File: config.mk
export PLATFORM = sky130hd
export DESIGN_NAME = nest_irq_ctrl
export DESIGN_NICKNAME = d
export VERILOG_FILES = /design/src/rtl/nest_irq_pkg.sv /design/src/rtl/nest_irq_select.sv /design/src/rtl/nest_irq_arbiter.sv /design/src/rtl/nest_irq_levels.sv /design/src/rtl/nest_irq_ctrl.sv
export SDC_FILE = /design/constraint.sdc
export NUM_CORES = 1
export LEC_CHECK = 0
export BUFFER_PORTS_ARGS = -buffer_cell sky130_fd_sc_hd__buf_2
export CAP_MARGIN = 20
export CORE_ASPECT_RATIO = 0.7
export CORE_MARGIN = 8
export CORE_UTILIZATION = 33
export DETAILED_ROUTE_END_ITERATION = 16
export SLEW_MARGIN = 20
export SYNTH_ARGS = -nofsm -noshare
export SYNTH_HDL_FRONTEND = slang
export SYNTH_SLANG_ARGS = --single-unit
File: constraint.sdc
create_clock -name clk -period 87.4 [get_ports clk]
set_input_delay 13.11 -clock clk [delete_from_list [all_inputs] [get_ports clk]]
set_output_delay 13.11 -clock clk [all_outputs]
set_load 0.01 [all_outputs]
File: src/rtl/nest_irq_pkg.sv
package nest_irq_pkg;
  typedef enum logic [1:0] {
    PICK_A   = 2'd0,
    PICK_B   = 2'd1,
    PICK_C   = 2'd2,
    PICK_ANY = 2'd3
  } src_pick_e;
endpackage

File: src/rtl/nest_irq_select.sv
module nest_irq_select #(
  parameter int NODES = 32
) (
  input  logic [2*NODES-1:0] pick_flat,
  input  logic [NODES-1:0]   src_a,
  input  logic [NODES-1:0]   src_b,
  input  logic [NODES-1:0]   src_c,
  output logic [NODES-1:0]   req
);
  import nest_irq_pkg::*;

  for (genvar n = 0; n < NODES; n++) begin : g_node
    src_pick_e pick;
    assign pick = src_pick_e'(pick_flat[2*n +: 2]);
    always_comb begin
      case (pick)
        PICK_A:  req[n] = src_a[n];
        PICK_B:  req[n] = src_b[n];
        PICK_C:  req[n] = src_c[n];
        default: req[n] = src_a[n] | src_b[n] | src_c[n];
      endcase
    end
  end
endmodule

File: src/rtl/nest_irq_arbiter.sv
module nest_irq_arbiter #(
  parameter int NODES  = 32,
  parameter int PRIO_W = 2,
  localparam int ID_W  = $clog2(NODES)
) (
  input  logic [NODES-1:0]        pend,
  input  logic [NODES*PRIO_W-1:0] lvl_flat,
  output logic                    any,
  output logic [ID_W-1:0]         win_id,
  output logic [PRIO_W-1:0]       win_lvl
);
  // Scan from the top node down with <= so equal levels settle on the lower number.
  always_comb begin
    any     = 1'b0;
    win_id  = '0;
    win_lvl = '1;
    for (int i = NODES - 1; i >= 0; i--) begin
      if (pend[i] && (!any || (lvl_flat[i*PRIO_W +: PRIO_W] <= win_lvl))) begin
        any     = 1'b1;
        win_id  = ID_W'(i);
        win_lvl = lvl_flat[i*PRIO_W +: PRIO_W];
      end
    end
  end
endmodule

File: src/rtl/nest_irq_levels.sv
module nest_irq_levels #(
  parameter int PRIO_W  = 2,
  localparam int LEVELS = 1 << PRIO_W
) (
  input  logic              clk,
  input  logic              rst_n,
  input  logic              push,
  input  logic [PRIO_W-1:0] push_lvl,
  input  logic              pop,
  output logic [LEVELS-1:0] act_d,
  output logic [LEVELS-1:0] act_q
);
  // Strict nesting means each level is running at most once, and the
  // innermost handler is always the most urgent running level: a mask
  // replaces a stack, and the lowest set bit is its top.
  logic [LEVELS-1:0] after_pop;

  always_comb begin
    after_pop = pop ? (act_q & (act_q - LEVELS'(1))) : act_q;
    act_d     = after_pop;
    if (push) act_d[push_lvl] = 1'b1;
  end

  always_ff @(posedge clk or negedge rst_n) begin
    if (!rst_n)                act_q <= '0;
    else if (push || pop)      act_q <= act_d;
  end

  a_r9_done_pops_one: assert property (@(posedge clk) disable iff (!rst_n)
    (pop && !push && (act_q != '0)) |=>
      ($countones(act_q) == $countones($past(act_q)) - 1));

  a_r7_take_marks_level: assert property (@(posedge clk) disable iff (!rst_n)
    push |=> act_q[$past(push_lvl)]);
endmodule

File: src/rtl/nest_irq_ctrl.sv
module nest_irq_ctrl #(
  parameter int NODES   = 32,
  parameter int PRIO_W  = 2,
  parameter int FIELD_W = 8,
  localparam int ID_W   = $clog2(NODES),
  localparam int LEVELS = 1 << PRIO_W
) (
  input  logic               clk,
  input  logic               rst_n,
  input  logic [NODES-1:0]   src_a,
  input  logic [NODES-1:0]   src_b,
  input  logic [NODES-1:0]   src_c,
  input  logic               prio_we,
  input  logic               sel_we,
  input  logic [ID_W-1:0]    cfg_node,
  input  logic [FIELD_W-1:0] cfg_data,
  input  logic [ID_W-1:0]    rd_node,
  output logic [FIELD_W-1:0] rd_prio,
  input  logic               take,
  input  logic               done,
  output logic               irq_valid,
  output logic [ID_W-1:0]    irq_id,
  output logic               irq_preempt
);
  logic [PRIO_W-1:0] lvl_q [NODES];
  logic [PRIO_W-1:0] lvl_d [NODES];
  logic [1:0]        pick_q [NODES];
  logic [1:0]        pick_d [NODES];
  logic [NODES*PRIO_W-1:0] lvl_flat;
  logic [2*NODES-1:0]      pick_flat;
  logic [NODES-1:0]  req, pend_q, pend_d;
  logic              take_ok;
  logic [LEVELS-1:0] act_d, act_q;
  logic              win_any, blocked;
  logic [ID_W-1:0]   win_id;
  logic [PRIO_W-1:0] win_lvl;
  logic              valid_d, preempt_d;

  // Configuration next state
  always_comb begin
    for (int i = 0; i < NODES; i++) begin
      lvl_d[i]  = lvl_q[i];
      pick_d[i] = pick_q[i];
    end
    if (prio_we) lvl_d[cfg_node]  = cfg_data[FIELD_W-1 -: PRIO_W];
    if (sel_we)  pick_d[cfg_node] = cfg_data[1:0];
  end

  always_ff @(posedge clk or negedge rst_n) begin
    if (!rst_n) begin
      for (int i = 0; i < NODES; i++) begin
        lvl_q[i]  <= '0;
        pick_q[i] <= '0;
      end
    end else if (prio_we || sel_we) begin
      for (int i = 0; i < NODES; i++) begin
        lvl_q[i]  <= lvl_d[i];
        pick_q[i] <= pick_d[i];
      end
    end
  end

  assign rd_prio = {lvl_q[rd_node], {(FIELD_W-PRIO_W){1'b0}}};

  for (genvar n = 0; n < NODES; n++) begin : g_flat
    assign lvl_flat[n*PRIO_W +: PRIO_W] = lvl_d[n];
    assign pick_flat[2*n +: 2]          = pick_q[n];
  end

  nest_irq_select #(.NODES(NODES)) u_select (
    .pick_flat(pick_flat), .src_a(src_a), .src_b(src_b), .src_c(src_c), .req(req)
  );

  // Pending next state: a new request wins over a clear in the same cycle
  assign take_ok = take && irq_valid;

  always_comb begin
    pend_d = pend_q;
    if (take_ok) pend_d[irq_id] = 1'b0;
    pend_d = pend_d | req;
  end

  always_ff @(posedge clk or negedge rst_n) begin
    if (!rst_n) pend_q <= '0;
    else        pend_q <= pend_d;
  end

  nest_irq_levels #(.PRIO_W(PRIO_W)) u_levels (
    .clk(clk), .rst_n(rst_n), .push(take_ok), .push_lvl(lvl_q[irq_id]),
    .pop(done), .act_d(act_d), .act_q(act_q)
  );

  nest_irq_arbiter #(.NODES(NODES), .PRIO_W(PRIO_W)) u_arb (
    .pend(pend_d), .lvl_flat(lvl_flat), .any(win_any), .win_id(win_id), .win_lvl(win_lvl)
  );

  // Blocked when any running level is as urgent as the winner or more
  always_comb begin
    blocked = 1'b0;
    for (int j = 0; j < LEVELS; j++) begin
      if (act_d[j] && (PRIO_W'(j) <= win_lvl)) blocked = 1'b1;
    end
    valid_d   = win_any && !blocked;
    preempt_d = valid_d && (act_d != '0);
  end

  always_ff @(posedge clk or negedge rst_n) begin
    if (!rst_n) begin
      irq_valid   <= 1'b0;
      irq_id      <= '0;
      irq_preempt <= 1'b0;
    end else begin
      irq_valid   <= valid_d;
      irq_id      <= win_id;
      irq_preempt <= preempt_d;
    end
  end

  // Checks
  logic [PRIO_W-1:0] inner_lvl;
  always_comb begin
    inner_lvl = '1;
    for (int j = LEVELS - 1; j >= 0; j--) begin
      if (act_q[j]) inner_lvl = PRIO_W'(j);
    end
  end

  a_r3_presented_is_pending: assert property (@(posedge clk) disable iff (!rst_n)
    irq_valid |-> pend_q[irq_id]);

  a_r6_strict_nesting: assert property (@(posedge clk) disable iff (!rst_n)
    (irq_valid && (act_q != '0)) |-> (lvl_q[irq_id] < inner_lvl));

  a_r6_preempt_flag: assert property (@(posedge clk) disable iff (!rst_n)
    irq_preempt |-> (irq_valid && (act_q != '0)));

  a_r7_take_clears: assert property (@(posedge clk) disable iff (!rst_n)
    (take && irq_valid && !req[irq_id]) |=> !pend_q[$past(irq_id)]);
endmodule

Yosys cells after proc, flatten, opt, wreduce, memory -nomap -nowiden
Index checks and enable logic that the tools add are counted.
{ "op_classes": {"muxes": 150, "n_mul": 0, "bitwise_logic": 72, "order_cmp": 43, "div_mod_pow": 0, "add_sub_neg": 1, "n_eq_ne": 64, "reduce_logical": 140, "n_shift": 0} }
{ "op_table": {"columns": ["op", "n"], "rows": [
  ["5-bit two-way mux", 32],
  ["64-bit bitwise mux", 2],
  ["1-bit case mux with 3 select lines", 32],
  ["2-bit two-way mux", 37],
  ["2-bit by 1-bit equality test with 1-bit output, second input constant", 32],
  ["2-bit equality test, second input constant", 32],
  ["2-bit zero test", 32],
  ["64-bit two-way mux", 1],
  ["1-bit OR", 64],
  ["2-bit <= comparator", 31],
  ["1-bit logical AND", 41],
  ["1-bit two-way mux", 38],
  ["1-bit logical OR", 33],
  ["32-bit bitwise AND", 1],
  ["1-bit zero test", 32],
  ["32-bit two-way mux", 1],
  ["32-bit inverter", 1],
  ["32-bit OR", 1],
  ["2-bit binary-select mux with 5-bit select", 2],
  ["6-bit greater-or-equal comparator, second input constant", 3],
  ["5-bit inverter with 6-bit output", 3],
  ["2-bit demux with 5-bit select", 1],
  ["4-bit two-way mux", 2],
  ["5-bit by 6-bit < comparator with 1-bit output, second input constant", 1],
  ["other kinds (13)", 15]
]} }
{ "word_totals": {"word_cells": 539, "latchBits": 0, "ram_bits": 0, "input_bits": 120, "out_inout_bits": 15, "regBits": 171, "romBits": 0, "memories": 0} }

Logic depth before layout (Yosys ltp)
{ "logic_depth": {"ltp_word": 142, "depth_mapped": 230, "depth_no_buf": 227} }

Hierarchy
Synthesis repeated with hierarchy kept, for this count alone.
{ "hier_totals": {"cells_unflattened": 1401, "hier_area_um2": 13461.7} }
{ "modules_own_cells": {"columns": ["module", "cells_each", "area_per_inst_um2", "instances", "seq_area_each_um2"], "rows": [
  ["nest_irq_ctrl", 684, 8710.9, 1, 4179.0],
  ["nest_irq_arbiter", 568, 3736.1, 1, 0.0],
  ["nest_irq_select", 128, 800.8, 1, 0.0],
  ["nest_irq_levels", 21, 214.0, 1, 100.1]
]} }

Worst setup path before layout
OpenSTA, ideal clock, no wires.
{ "synth_path": {"path_type": "in2reg", "from": "in cfg_node[0]", "to": "reg irq_valid", "arrival_ns": 49.660, "slack_ns": 37.646, "n_path_buf": 2, "setup_ns": 0.094, "t_required_ns": 87.306, "path_stages": 207, "cell_sequence": "nand3b_1 > nor2_1 > mux2_2 > ha_1 > nor2b_1 > o21ai_0 > a21oi_1 > o32ai_1 > ha_1 > and2_1 > o31a_1 > o21a_1 > ha_1 > nor2b_1 > a2bb2oi_1 > a21oi_1 > a41oi_1 > mux2i_1 > [171 not listed] > a21oi_1 > ha_1 > nand2_1 > o21ai_0 > a22oi_1 > nand3_1 > or2_1 > and2_1 > ha_1 > nor2b_1 > o21ai_0 > a22oi_1 > nand4_1 > nand3b_1 > nor2_1 > nor3_1 > a21o_1 > a211oi_1"} }
{ "synth_lines": {"columns": ["element", "line_no", "source"], "rows": [
  ["start, declared", "nest_irq_ctrl.sv:15", "input logic [ID_W-1:0] cfg_node,"],
  ["end signal, assigned", "nest_irq_ctrl.sv:113", "irq_valid <= valid_d;"],
  ["end, declared", "nest_irq_ctrl.sv:21", "output logic irq_valid,"]
]} }

==> results.json <==
{
  "timing.final.crit_share": 0.680,
  "end_kind": "register",
  "crit_fanout": 13,
  "avgRoutedWirePerCell_um": 21.3,
  "setup_viol": 0,
  "drt_iter0_markers": 968,
  "grt_pass1_wl_mm": 62.8,
  "hp-start": "pend_q[21]$_DFF_PN0_",
  "via_per_inst": 5.74,
  "die-area_um2": 44700,
  "maxCapViolCount": 0,
  "diodes": 0,
  "path_clk_slew_ps": 80,
  "synth_edf_count": 0,
  "io_buffers": 124,
  "cp_common_cell": "o21ai_0",
  "ys_warn_count": 0,
  "worst-endpoint-required_ps": 87740,
  "cts_resized": 0,
  "cts_tree": "built",
  "crit_path_top_delay_cell": "a32oi_1",
  "drive_above_1_share": 0.268,
  "min_period_ps": 59390,
  "vias": 10900,
  "cp-start-kind": "input pin",
  "hold_viol": 0,
  "postCtsHoldBufs": 0,
  "initial_utilization": 0.337,
  "syn_inst": 1287,
  "yosysUniqueCellTypes": 85,
  "status": "complete, no violations",
  "postCtsSetupBuffers": 0,
  "cp.arrival_ps": 59730,
  "insertion_delay_ps": 450,
  "async_flop_share": 1.00,
  "startpoint": "cfg_node[3]",
  "worstMarginPinSlew_ps": 985,
  "whs_ps": 537,
  "synth_area_um2": 12600,
  "fmax_mhz": 16.8,
  "finalSetupTns_ps": 0,
  "cpPeakStageDelay_ps": 740,
  "route.detailed.drc": 0,
  "grt_pass1_vias": 10600,
  "place_hpwl_mm": 31.0,
  "antenna_found_initial": 1,
  "grt_max_degree": 105,
  "track_usage": 0.179,
  "cts_buffers": 17,
  "gr-total-overflow": 0,
  "syn_area_per_cell_um2": 9.77,
  "ys_ff_latch": 171,
  "numClockSinks": 171,
  "fin_nets": 1586,
  "h-tree-depth": 4,
  "area_delta_synth_final_pct": 14.1,
  "gp_congestion": 0.951,
  "fp.dieW_um": 249,
  "coreArea_um2": 37400,
  "drv_slew": 0,
  "rsz0062_at_grt": "no",
  "drt_wl_total_mm": 40.5,
  "ios": 135,
  "rows": 59,
  "finClkSkew_ps": 11.5,
  "drtPass1Iterations": 5,
  "synth-main-ff-cell": "dfrtp_1",
  "critPathKind": "input pin to register",
  "slew_headroom": 0.344,
  "hold_path_class": "register to register",
  "reg2reg_from": "irq_id[4]$_DFF_PN0_",
  "yosysSeqAreaShare": 0.340,
  "clock_path_buffers": 2,
  "drtAntennaViolNets": 0,
  "clockRootBuffer": "clkbuf_16",
  "die_h_um": 179
}
## registers in the layout (all words and copies together) (netlist names)
| register | count |
|---|---|
| irq_id | 5 |
| pend_q | 32 |
| lvl_q | 64 |
| pick_flat | 64 |
| irq_preempt | 1 |
| u_levels.act_q | 4 |
| irq_valid | 1 |
## synthesized netlist by cell type (5+ instances only)
| library cell | count | area [um2] |
|---|---|---|
| nor3b_1 | 13 | 97.6 |
| and2_1 | 13 | 81.3 |
| nand3b_1 | 13 | 97.6 |
| o211ai_1 | 13 | 97.6 |
| a22oi_1 | 32 | 240 |
| nand3_1 | 27 | 135 |
| o21ai_0 | 94 | 470 |
| a22o_1 | 13 | 114 |
| clkbuf_1 | 28 | 105 |
| and3_1 | 5 | 31.3 |
| a31oi_1 | 10 | 62.6 |
| nor2_1 | 88 | 330 |
| a21boi_0 | 8 | 60.1 |
| nand2_1 | 123 | 462 |
| mux2i_1 | 21 | 210 |
| o21a_1 | 18 | 135 |
| ha_1 | 62 | 776 |
| buf_4 | 7 | 52.6 |
| a21o_1 | 9 | 67.6 |
| a21oi_1 | 41 | 205 |
| mux4_2 | 36 | 811 |
| nor3_1 | 16 | 80.1 |
| dfrtp_1 | 171 | 4280 |
| nand4_1 | 15 | 93.8 |
| nor2b_1 | 32 | 200 |
| nand2b_1 | 10 | 62.6 |
| mux2_2 | 145 | 1630 |
| o21ai_1 | 11 | 55.1 |
| a211oi_1 | 6 | 45.0 |
| xnor2_1 | 30 | 263 |
| inv_1 | 73 | 274 |
| o21bai_1 | 7 | 52.6 |
## through the flow
stage | worst slack (ps) | cells | util | cell area (um2)
detailed placement | 28560 | 1873 | 0.368 | 13700
CTS | 28850 | 1905 | 0.384 | 14400
global route | 23850 | 1905 | 0.384 | 14400
floorplan | 37650 | 1292 | - | 12600
global placement | 29030 | 1873 | 0.368 | 13700
finish | 28010 | 1905 | 0.384 | 14400
## routing by layer
metal / share of wire / vias to the layer above / GRT usage
met5: 0.00032 / - / 0
met4: 0.026 / 2 / 0.0567
met3: 0.089 / 63 / 0.0408
met2: 0.41 / 456 / 0.261
met1: 0.47 / 5426 / 0.260
li1: - / 4986 / -
## critical path: cells and delay by family
family | cells | cell delay (ps)
multiplexers | 5 | 1890
buffers and inverters | 7 | 750
AO/OA/AOI/OAI | 107 | 25550
adder cells (fa/ha/maj) | 31 | 9010
AND/OR/NAND/NOR | 59 | 9330
## cell usage in the layout (no fill, tap or decap), drive strengths merged, types with 32 or more instances in the layout
cell type    n
o21ai      105
a22oi       32
inv         80
dfrtp      171
a21oi       43
nand2      123
mux4        36
nor2b       32
mux2       146
ha          62
buf        136
nor2        88
## final timing paths
check	to	slack, ps	cells past startpoint
min in group asynchronous	pick_flat[42]$_DFFE_PN0P_	12770	1
worst max register to register	irq_valid$_DFF_PN0_	40290	209
worst min-delay path	pend_q[21]$_DFF_PN0_	540	2
worst max-delay path	irq_valid$_DFF_PN0_	28010	209
max in group asynchronous	lvl_q[40]$_DFFE_PN0N_	73120	2
worst min register to register	pend_q[21]$_DFF_PN0_	540	2
## cell type report
class                           instances  area, um2
Inverter                               74        278
Tap cell                              488        611
Clock buffer                           17        425
Fill cell                            3709      23000
Clock inverter                         15        195
Sequential cell                       171       4280
Multi-Input combinational cell       1004       7850
Timing Repair Buffer                  136        717
## cells by family after synthesis
family,after synthesis,synth area share
fa+ha+maj,62,0.0617
other cells,1,0.000298
buf+inv,117,0.0374
mux,203,0.212
flops,171,0.340
compound gates,312,0.167
xor+xnor,32,0.0223
simple gates,389,0.159
Power is left out: the tool's default activity adds up to more than one toggle a clock period on the data nets, which glitch-free logic cannot reach.
